`src/rtl/cfg_boot_pkg.sv`:
```
package cfg_boot_pkg;
  localparam int unsigned BYTE_W = 8;

  typedef enum logic [1:0] {
    ST_VID  = 2'd0,
    ST_SIG  = 2'd1,
    ST_LOAD = 2'd2,
    ST_DONE = 2'd3
  } boot_st_e;

  function automatic logic [BYTE_W-1:0] dflt_byte(input int unsigned ofs);
    return 8'hA0 ^ 8'(ofs);
  endfunction

  function automatic logic sig_match(input logic [1:0] pos, input logic [BYTE_W-1:0] b);
    case (pos)
      2'd0:    return (b == 8'hC0) || (b == 8'hC1) || (b == 8'hC2);
      2'd1:    return b == 8'hFF;
      2'd2:    return b == 8'hE8;
      default: return b == 8'h10;
    endcase
  endfunction
endpackage

```
`src/rtl/nv_access_timer.sv`:
```
module nv_access_timer #(
  parameter int unsigned ACC_CYCLES = 8
) (
  input  logic clk,
  input  logic rst_n,
  input  logic en_i,
  output logic tick_o
);
  localparam int unsigned CNT_W = (ACC_CYCLES > 1) ? $clog2(ACC_CYCLES) : 1;
  localparam logic [CNT_W-1:0] LAST = CNT_W'(ACC_CYCLES - 1);

  logic [CNT_W-1:0] cnt_q;

  always_ff @(posedge clk or negedge rst_n) begin
    if (!rst_n)    cnt_q <= '0;
    else if (en_i) cnt_q <= (cnt_q == LAST) ? '0 : cnt_q + 1'b1;
  end

  assign tick_o = en_i && (cnt_q == LAST);

  // one sample per access, never two edges in a row
  a_r3_tick_spacing: assert property (@(posedge clk) disable iff (!rst_n)
    tick_o |=> !tick_o);
endmodule

```
`src/rtl/cfg_image.sv`:
```
module cfg_image
  import cfg_boot_pkg::*;
#(
  parameter int unsigned N_BYTES = 64
) (
  input  logic                      clk,
  input  logic                      rst_n,
  input  logic                      we_i,
  input  logic [$clog2(N_BYTES)-1:0] waddr_i,
  input  logic [BYTE_W-1:0]         wdata_i,
  input  logic [$clog2(N_BYTES)-1:0] raddr_i,
  output logic [BYTE_W-1:0]         rdata_o
);
  localparam int unsigned IDX_W = $clog2(N_BYTES);

  logic [BYTE_W-1:0] img_q [N_BYTES];

  for (genvar g = 0; g < N_BYTES; g++) begin : g_byte
    always_ff @(posedge clk or negedge rst_n) begin
      if (!rst_n)                                img_q[g] <= dflt_byte(g);
      else if (we_i && (waddr_i == IDX_W'(g)))   img_q[g] <= wdata_i;
    end
  end

  assign rdata_o = img_q[raddr_i];

  // a write lands in the addressed byte
  a_r7_write_lands: assert property (@(posedge clk) disable iff (!rst_n)
    we_i |=> (img_q[$past(waddr_i)] == $past(wdata_i)));
endmodule

```
`src/rtl/cfg_boot_seq.sv`:
```
module cfg_boot_seq
  import cfg_boot_pkg::*;
#(
  parameter int unsigned ADDR_W    = 16,
  parameter int unsigned IMG_BYTES = 64,
  parameter int unsigned SIG_LEN   = 4,
  parameter logic [15:0] LOAD_BASE = 16'h0040,
  parameter logic [15:0] SIG_BASE  = 16'h0050
) (
  input  logic                         clk,
  input  logic                         rst_n,
  input  logic                         par_sel_n_i,
  input  logic                         tick_i,
  input  logic [BYTE_W-1:0]            data_i,
  output logic                         run_o,
  output logic [ADDR_W-1:0]            addr_o,
  output logic                         we_o,
  output logic [$clog2(IMG_BYTES)-1:0] waddr_o,
  output logic [BYTE_W-1:0]            wdata_o,
  output logic                         done_o,
  output logic                         from_nv_o
);
  localparam int unsigned IDX_W = $clog2(IMG_BYTES);
  localparam logic [IDX_W-1:0] SIG_LAST = IDX_W'(SIG_LEN - 1);
  localparam logic [IDX_W-1:0] IMG_LAST = IDX_W'(IMG_BYTES - 1);
  localparam logic [BYTE_W-1:0] BLANK   = '1;

  boot_st_e         st_q;
  logic [IDX_W-1:0] ofs_q;
  logic             vid_blank_q;
  logic             from_nv_q;
  logic [ADDR_W-1:0] base;

  always_ff @(posedge clk or negedge rst_n) begin
    if (!rst_n) begin
      st_q        <= ST_VID;
      ofs_q       <= '0;
      vid_blank_q <= 1'b0;
      from_nv_q   <= 1'b0;
    end else begin
      unique case (st_q)
        ST_VID: begin
          if (par_sel_n_i) begin
            st_q <= ST_DONE;
          end else if (tick_i) begin
            if (ofs_q == '0) begin
              vid_blank_q <= (data_i == BLANK);
              ofs_q       <= ofs_q + 1'b1;
            end else begin
              st_q  <= (vid_blank_q && (data_i == BLANK)) ? ST_DONE : ST_SIG;
              ofs_q <= '0;
            end
          end
        end
        ST_SIG: begin
          if (tick_i) begin
            if (!sig_match(ofs_q[1:0], data_i)) begin
              st_q  <= ST_DONE;
              ofs_q <= '0;
            end else if (ofs_q == SIG_LAST) begin
              st_q  <= ST_LOAD;
              ofs_q <= '0;
            end else begin
              ofs_q <= ofs_q + 1'b1;
            end
          end
        end
        ST_LOAD: begin
          if (tick_i) begin
            if (ofs_q == IMG_LAST) begin
              st_q      <= ST_DONE;
              from_nv_q <= 1'b1;
              ofs_q     <= '0;
            end else begin
              ofs_q <= ofs_q + 1'b1;
            end
          end
        end
        default: ;
      endcase
    end
  end

  assign base      = (st_q == ST_SIG) ? ADDR_W'(SIG_BASE) : ADDR_W'(LOAD_BASE);
  assign addr_o    = base + ADDR_W'(ofs_q);
  assign run_o     = (st_q != ST_DONE) && !par_sel_n_i;
  assign we_o      = tick_i && (st_q == ST_LOAD);
  assign waddr_o   = ofs_q;
  assign wdata_o   = data_i;
  assign done_o    = (st_q == ST_DONE);
  assign from_nv_o = from_nv_q;

  // the address only moves on the edge that samples data
  a_r3_addr_hold: assert property (@(posedge clk) disable iff (!rst_n)
    !$past(tick_i) |-> $stable(addr_o));
  // address stays inside the boot window
  a_r4_addr_window: assert property (@(posedge clk) disable iff (!rst_n)
    (addr_o >= ADDR_W'(LOAD_BASE)) && (addr_o < ADDR_W'(LOAD_BASE) + ADDR_W'(IMG_BYTES)));
  // once ready, stays ready
  a_r8_ready_sticky: assert property (@(posedge clk) disable iff (!rst_n)
    done_o |=> done_o);
  // memory status only once the loader is finished
  a_r7_nv_flag_done: assert property (@(posedge clk) disable iff (!rst_n)
    from_nv_o |-> done_o);
endmodule

```
`src/rtl/cfg_boot_loader.sv`:
```
module cfg_boot_loader
  import cfg_boot_pkg::*;
#(
  parameter int unsigned ADDR_W     = 16,
  parameter int unsigned IMG_BYTES  = 64,
  parameter int unsigned ACC_CYCLES = 8,
  parameter logic [15:0] LOAD_BASE  = 16'h0040,
  parameter logic [15:0] SIG_BASE   = 16'h0050
) (
  input  logic                         clk,
  input  logic                         bus_rst_n,
  input  logic                         par_boot_n,
  output logic [ADDR_W-1:0]            nv_addr,
  input  logic [BYTE_W-1:0]            nv_data,
  output logic                         addon_rst_n,
  input  logic                         host_cfg_valid,
  input  logic [$clog2(IMG_BYTES)-1:0] host_cfg_addr,
  output logic                         host_cfg_ready,
  output logic [BYTE_W-1:0]            host_cfg_rdata,
  output logic                         boot_from_nv
);
  localparam int unsigned IDX_W = $clog2(IMG_BYTES);

  logic              run, tick, we, done;
  logic [IDX_W-1:0]  waddr;
  logic [BYTE_W-1:0] wdata, img_rd;

  assign addon_rst_n = bus_rst_n;

  nv_access_timer #(.ACC_CYCLES(ACC_CYCLES)) u_timer (
    .clk(clk), .rst_n(bus_rst_n), .en_i(run), .tick_o(tick)
  );

  cfg_boot_seq #(
    .ADDR_W(ADDR_W), .IMG_BYTES(IMG_BYTES), .SIG_LEN(4),
    .LOAD_BASE(LOAD_BASE), .SIG_BASE(SIG_BASE)
  ) u_seq (
    .clk(clk), .rst_n(bus_rst_n), .par_sel_n_i(par_boot_n),
    .tick_i(tick), .data_i(nv_data), .run_o(run), .addr_o(nv_addr),
    .we_o(we), .waddr_o(waddr), .wdata_o(wdata),
    .done_o(done), .from_nv_o(boot_from_nv)
  );

  cfg_image #(.N_BYTES(IMG_BYTES)) u_image (
    .clk(clk), .rst_n(bus_rst_n), .we_i(we), .waddr_i(waddr),
    .wdata_i(wdata), .raddr_i(host_cfg_addr), .rdata_o(img_rd)
  );

  assign host_cfg_ready = done;
  assign host_cfg_rdata = (host_cfg_valid && done) ? img_rd : '0;

  // no image write once host accesses are acknowledged
  a_r8_no_write_when_ready: assert property (@(posedge clk) disable iff (!bus_rst_n)
    we |-> !host_cfg_ready);
endmodule

```
`config.mk`:
```
export PLATFORM = sky130hd
export DESIGN_NAME = cfg_boot_loader
export DESIGN_NICKNAME = d
export VERILOG_FILES = /design/src/rtl/cfg_boot_pkg.sv /design/src/rtl/nv_access_timer.sv /design/src/rtl/cfg_image.sv /design/src/rtl/cfg_boot_seq.sv /design/src/rtl/cfg_boot_loader.sv
export SDC_FILE = /design/constraint.sdc
export NUM_CORES = 1
export LEC_CHECK = 0
export BUFFER_PORTS_ARGS = -buffer_cell sky130_fd_sc_hd__buf_2
export CAP_MARGIN = 30
export CELL_PAD_IN_SITES_DETAIL_PLACEMENT = 0
export CELL_PAD_IN_SITES_GLOBAL_PLACEMENT = 2
export CORE_MARGIN = 5
export CORE_UTILIZATION = 50
export CTS_CLUSTER_DIAMETER = 60
export DETAILED_ROUTE_END_ITERATION = 12
export PLACE_DENSITY = 0.82
export SLEW_MARGIN = 20
export SYNTH_ARGS = -nofsm -noshare
export SYNTH_HDL_FRONTEND = slang
export SYNTH_HIERARCHICAL = 1
export SYNTH_SLANG_ARGS = --single-unit
```
`constraint.sdc`:
```
create_clock -name clk -period 8.6 [get_ports clk]
set_clock_uncertainty 0.05 [all_clocks]
set_input_delay 0.86 -clock clk [delete_from_list [all_inputs] [get_ports clk]]
set_output_delay 0.86 -clock clk [all_outputs]
set_load 0.05 [all_outputs]
```
# Word level (Yosys, flattened, before mapping)
# Index checks and enable logic that the tools add are counted.
dict set report word_totals {
  register_bits 525
  inputBits 18
  out_inout_bits 27
  word_cells 267
}
dict set report op_classes {
  add_sub_neg 3
  magnitude_cmp 1
  n_eq_ne 84
  mux 28
  bitwise 2
  reduce_logical 80
}
# op count
set op_table {}
lappend op_table {{$eq A6 B6 Y1 const B} 32}
lappend op_table {{$eq A6 B5 Y1 const B} 16}
lappend op_table {{$logic_and A1 B1 Y1} 69}
lappend op_table {{$bmux W8 S6} 1}
lappend op_table {{$eq A6 B4 Y1 const B} 8}
lappend op_table {{$mux W6} 8}
lappend op_table {{$eq A8 B8 Y1 const B} 5}
lappend op_table {{$eq A6 B3 Y1 const B} 4}
lappend op_table {{$mux W8} 3}
lappend op_table {{$mux W2} 9}
lappend op_table {{$pmux W6 S3} 1}
lappend op_table {{$add A16 B6 Y16} 1}
lappend op_table {{$eq A6 B2 Y1 const B} 2}
lappend op_table {{$eq A8 B5 Y1 const B} 1}
lappend op_table {{$ne A2 B1 Y1 const B} 4}
lappend op_table {{$ge A7 B7 Y1 const B} 1}
lappend op_table {{$not A6 Y7} 1}
lappend op_table {{$reduce_and A7 Y1} 1}
lappend op_table {{$add A6 B1 Y6 const B} 1}
lappend op_table {{$eq A2 B2 Y1 const B} 3}
lappend op_table {{$eq A6 B1 Y1 const B} 1}
lappend op_table {{$logic_not A6 Y1} 1}
lappend op_table {{$ne A3 B2 Y1 const B} 2}
lappend op_table {{$pmux W2 S3} 1}
lappend op_table {{17 further kinds} 22}

# Longest topological paths before layout
dict set report logic_depth {
  ltp_word 9
  mapped_depth 10
  mapped_depth_nobuf 8
}

# Cells and area by module
# Netlist, hierarchy kept.
# module n_inst cells_each area_each_um2 seq_area_each_um2
set by_module_without_submodules {}
lappend by_module_without_submodules {cfg_image 1 1509 23892.9 13132.6}
lappend by_module_without_submodules {cfg_boot_seq 1 136 1097.3 250.2}
lappend by_module_without_submodules {nv_access_timer 1 12 150.1 75.1}
lappend by_module_without_submodules {cfg_boot_loader 1 9 57.6 0.0}

# Worst setup path after synthesis
# Ideal clock, no wire load.
dict set report synth_path {
  kind {input to output}
  startpoint {input port host_cfg_addr[0]}
  endpoint {output port host_cfg_rdata[4]}
  arrival_ns 2.700
  required_ns 7.690
  slack_ns 4.990
  stages 10
  n_path_buf 4
  cell_sequence {buf_6 -> buf_8 -> buf_6 -> buf_6 -> mux4_2 -> a22oi_1 -> nand2_1 -> a22oi_1 -> o21ai_1 -> and3_1}
}
dict set report synth_via {
  elab_chain_len 5
}
# element line
set synth_lines {}
lappend synth_lines {{start: declaration} cfg_boot_loader.sv:17} ;# input logic [$clog2(IMG_BYTES)-1:0] host_cfg_addr,
lappend synth_lines {{$not A6 Y7 (not written as such)} cfg_image.sv:25} ;# assign rdata_o = img_q[raddr_i];
lappend synth_lines {{$bmux W8 S6} cfg_image.sv:25}
lappend synth_lines {{$mux W8 (not written as such) (2 in a row)} cfg_image.sv:25}
lappend synth_lines {{named net img_rd[4]} cfg_boot_loader.sv:26} ;# logic [BYTE_W-1:0] wdata, img_rd;
lappend synth_lines {{$mux W8} cfg_boot_loader.sv:50} ;# assign host_cfg_rdata = (host_cfg_valid && done) ? img_rd : '0;
lappend synth_lines {{end: declaration} cfg_boot_loader.sv:19} ;# output logic [BYTE_W-1:0] host_cfg_rdata,
# The timed path passes the listed nets, and every way through them passes these cells. The select of a mux whose other input is x is not followed.

# Final worst setup path
dict set report layout_path {
  startpoint {input port host_cfg_addr[0]}
  endpoint {output port host_cfg_rdata[2]}
}
# The elaborated chain is that of the path after synthesis.

==> impl_results.md <==
* Main area contributors after synthesis: dfrtp_1 (27%), dfstp_2 (27%), mux2_2 (23%)
* Sum Neg Setup Slack at 0 ns
* Worst Setup EP: host_cfg_rdata[2]
* Gpl congestion at 0.8190
* Post-layout minimum cycle time at 5.208 ns
* Final period util at 60.55%
* Outcome: complete, no violations
* PD cells at about 230 nW/µm²
* Drt pass-1 iters at 5
* Worst-skew pair later-pin latency at 0.60 ns
* Hold/Removal Path Class: primary input to asynchronous set/reset pin
* Seq cells post-synth at between 500 and 600
* Core area at about 50000 µm²
* Grt total ovfl at 0
* Die ar. at around 55000 µm²
* Final net count at 1691
* Final ANT Viol Nets at 0
* Worst path bufs/invs at 3
* CP Launch Type: primary input
* Num CTS Buffers at 57
* H-Tree Depth at 2
* Cell Chain, Critical Path: buf_6 -> buf_4 -> mux4_1 -> o22ai_1 -> o31a_1 -> a2111oi_0 -> a221o_1 -> and3_1 -> buf_2
* P_leak at ~12 nW
* Yosys top cell by area: dfrtp_1
* DP HPWL at 40090 µm
* Buffer count from post-CTS setup fixing at 0
* Layout area overhead at 9.961%
* Inst Count DP at roughly 2300
* Internal Power at 4.576 mW
* Endpoints failing setup at 0
* Worst-Margin Slew at ~0.94 ns
* Setup CP Type: primary input to primary output
* Worst setup margin at 3.392 ns
* Sequential power share at 45.8%
* Slowest stage delay, CP at 0.74 ns
* CTS root buf: clkbuf_16
* Worst Setup SP: host_cfg_addr[0]
* Max VDD drop at between 0.15 and 0.2 mV
* Mapped Area at roughly 25000 µm²
* Number of cells on the critical path at 9
* CTS hold repair buffers at 0
* Syn Inst Count at 1666
* R2R cell count at 7
* GRT Resource Usage Total at 23.55%
* Via density per instance at 6.039
* Synth cell types at 67
* Chip Height at around 230 µm
* Switch Pwr at between 1.5 and 2 mW
* Rel. slew slack at 36.66%
* Worst path slowest cell: a2111oi_0
* Maximum buffer depth of the clock tree at 3
* Peak Freq at 192.0 MHz
* Worst setup EP type: primary output
* Initial Util at 50.43%
* Post-route cell area at 27710 µm²
* CTS resizes at 0
* Async set or reset register ratio after synthesis at between 90% and 100%
* Register-to-register setup slack at slightly below 5 ns
* Post-synth EDFFs at 0
* # port buffers at 36
* Mean post-synth cell area at approximately 15 µm²
* Arrival time worst endpoint at 4.30 ns
* Switching fraction of total power at 26.88%
* Unrepaired setup endpoints after global routing: false
* Fraction of layout cells with a size suffix above 1 at 63.19%
* Vias in the first global route at 15300
* Fin cells at 2382
* Worst Path Required at 7.69 ns
* Routed WL at 63510 µm
* Clock Sinks at between 500 and 600
* Main flop type after synthesis: dfrtp_1
* Reg2reg start: u_seq/st_q[0]$_DFFE_PN0P_
* Most frequent cells in the layout: mux2_2 (518), dfrtp_1 (269), dfstp_2 (256)
* Max Cap Viol at 0
* Global-route wire length before repair at 97410 µm
* DRC Markers at 0
* Vias at 14390
* Clock group share of total power at 40.1%
* Worst reg2reg endpoint: u_image/img_q[281]$_DFFE_PN0P_
* Pin count of the biggest net entering global routing at 176
* Pre-CTS setup slack at 3.378 ns
* Area post-placement at between 20000 and 30000 µm²
* WL/cell at roughly 27 µm
* Fin util at 55.45%
* I/O pin count at 45
* Iter 0 DRT Violations at 769
* Count of final hold-check violations at 0
* Max-slew violation count at 0
* Row count at 82
* Die width at 234.5 µm
* Crit Path Max Fanout at 54
* Sequential share of the synthesized area at 53.41%
* Crit-path leading delay family: buffers and inverters
* Initial antenna violation count at 2
* Synth Warn # at 6
* TritonCTS clock tree: done
* Post-synth top area share at 26.71%
* Combinational power share at between 10 and 15%
* Most common cell after layout, fill and taps aside: mux2_2
* Clk slew on worst S/H paths at 0.06 ns
[metal layers]
layer / GRT usage (%) / vias up / wire length [µm]
met2: 38.77 / 266 / 31210
met1: 32.50 / 7815 / 27730
li1: - / 6200 / -
met3: 4.475 / 100 / 2937
met5: 0 / - / 21
met4: 6.513 / 4 / 1615
[worst reg2reg max path, stage by stage, from the launching register on]
cell and delay, ns:
dfrtp_1 0.42, ha_1 0.47, nor2_1 0.38, and2_2 0.26, and2_1 0.43, and3b_1 0.61, nand2_1 0.59, mux2_2 0.46
[cell families (layout without fill, tap and decap cells)]
logic type / count (synthesis) / in the layout / share of synthesized area, %
compound gates: 101 / 101 / 2.880
fa+ha+maj: 12 / 12 / 0.5958
buf+inv: 150 / 186 / 3.188
flops: 525 / 525 / 53.41
mux: 660 / 660 / 35.50
other cells: 1 / 9 / 0.01488
simple gates: 217 / 217 / 4.414
[metrics by stage]
| step | total power [mW] | hold slack [ns] |
|---|---|---|
| detailed placement | 3.783 | 0.4168 |
| global route | 6.505 | 0.2730 |
| global placement | 3.752 | 0.4113 |
| floorplan | 3.484 | 0.4204 |
| CTS | 6.320 | 0.2189 |
| finish | 6.258 | 0.2180 |
[power by group through the flow]
stage | registers (mW) | clock network, mW | logic, mW
floorplan | 2.86 | 0 | 0.620
global placement | 2.90 | 0 | 0.854
detailed placement | 2.91 | 0 | 0.877
CTS | 2.87 | 2.57 | 0.879
global route | 2.89 | 2.66 | 0.950
finish | 2.87 | 2.51 | 0.878
[cells in the mapped netlist (all sizes together) (6+ instances only)]
master    n
ha       12
or2      10
and3     11
nor3     23
mux2    521
nor2     51
nand2b   11
mux2i    11
nor4      6
clkbuf   71
buf      61
a22oi    14
nand2    73
nor2b     6
o211ai    7
o22ai    27
a211oi    7
dfstp   256
mux4    128
o221ai    8
a21oi     8
inv      16
o21ai    13
dfrtp   269
[sequential cells by signal (all words and copies together), names as in the netlist]
register           cells
u_image/img_q        512
u_seq/waddr_o          6
u_timer/cnt_q          3
u_seq/st_q             2
u_seq/from_nv_o        1
u_seq/vid_blank_q      1
[how the worst min path moves through the flow]
stage	to	slack [ns]	cells past startpoint	from
final	u_seq/waddr_o[4]$_DFFE_PN0P_	0.22	1	bus_rst_n
after global routing	u_timer/cnt_q[2]$_DFFE_PN0P_	0.27	1	bus_rst_n
after CTS	u_seq/waddr_o[4]$_DFFE_PN0P_	0.22	1	bus_rst_n
after detailed placement	u_seq/from_nv_o$_DFFE_PN0P_	0.42	1	u_seq/from_nv_o$_DFFE_PN0P_
after global placement	u_seq/from_nv_o$_DFFE_PN0P_	0.41	1	u_seq/from_nv_o$_DFFE_PN0P_
after floorplan	u_image/img_q[113]$_DFFE_PN0P_	0.42	1	u_image/img_q[113]$_DFFE_PN0P_
[area by class of cell]
class	instances	area, µm²
flip-flops and latches	525	13460
repair buffers	63	446.7
inverters	16	60.06
well taps	672	840.8
fillers	4017	22260
diodes	1	2.502
clock buffers	74	1570
clock inverters	33	366.6
multi-input cells	998	10960
Power figures use the tool's default switching activity.
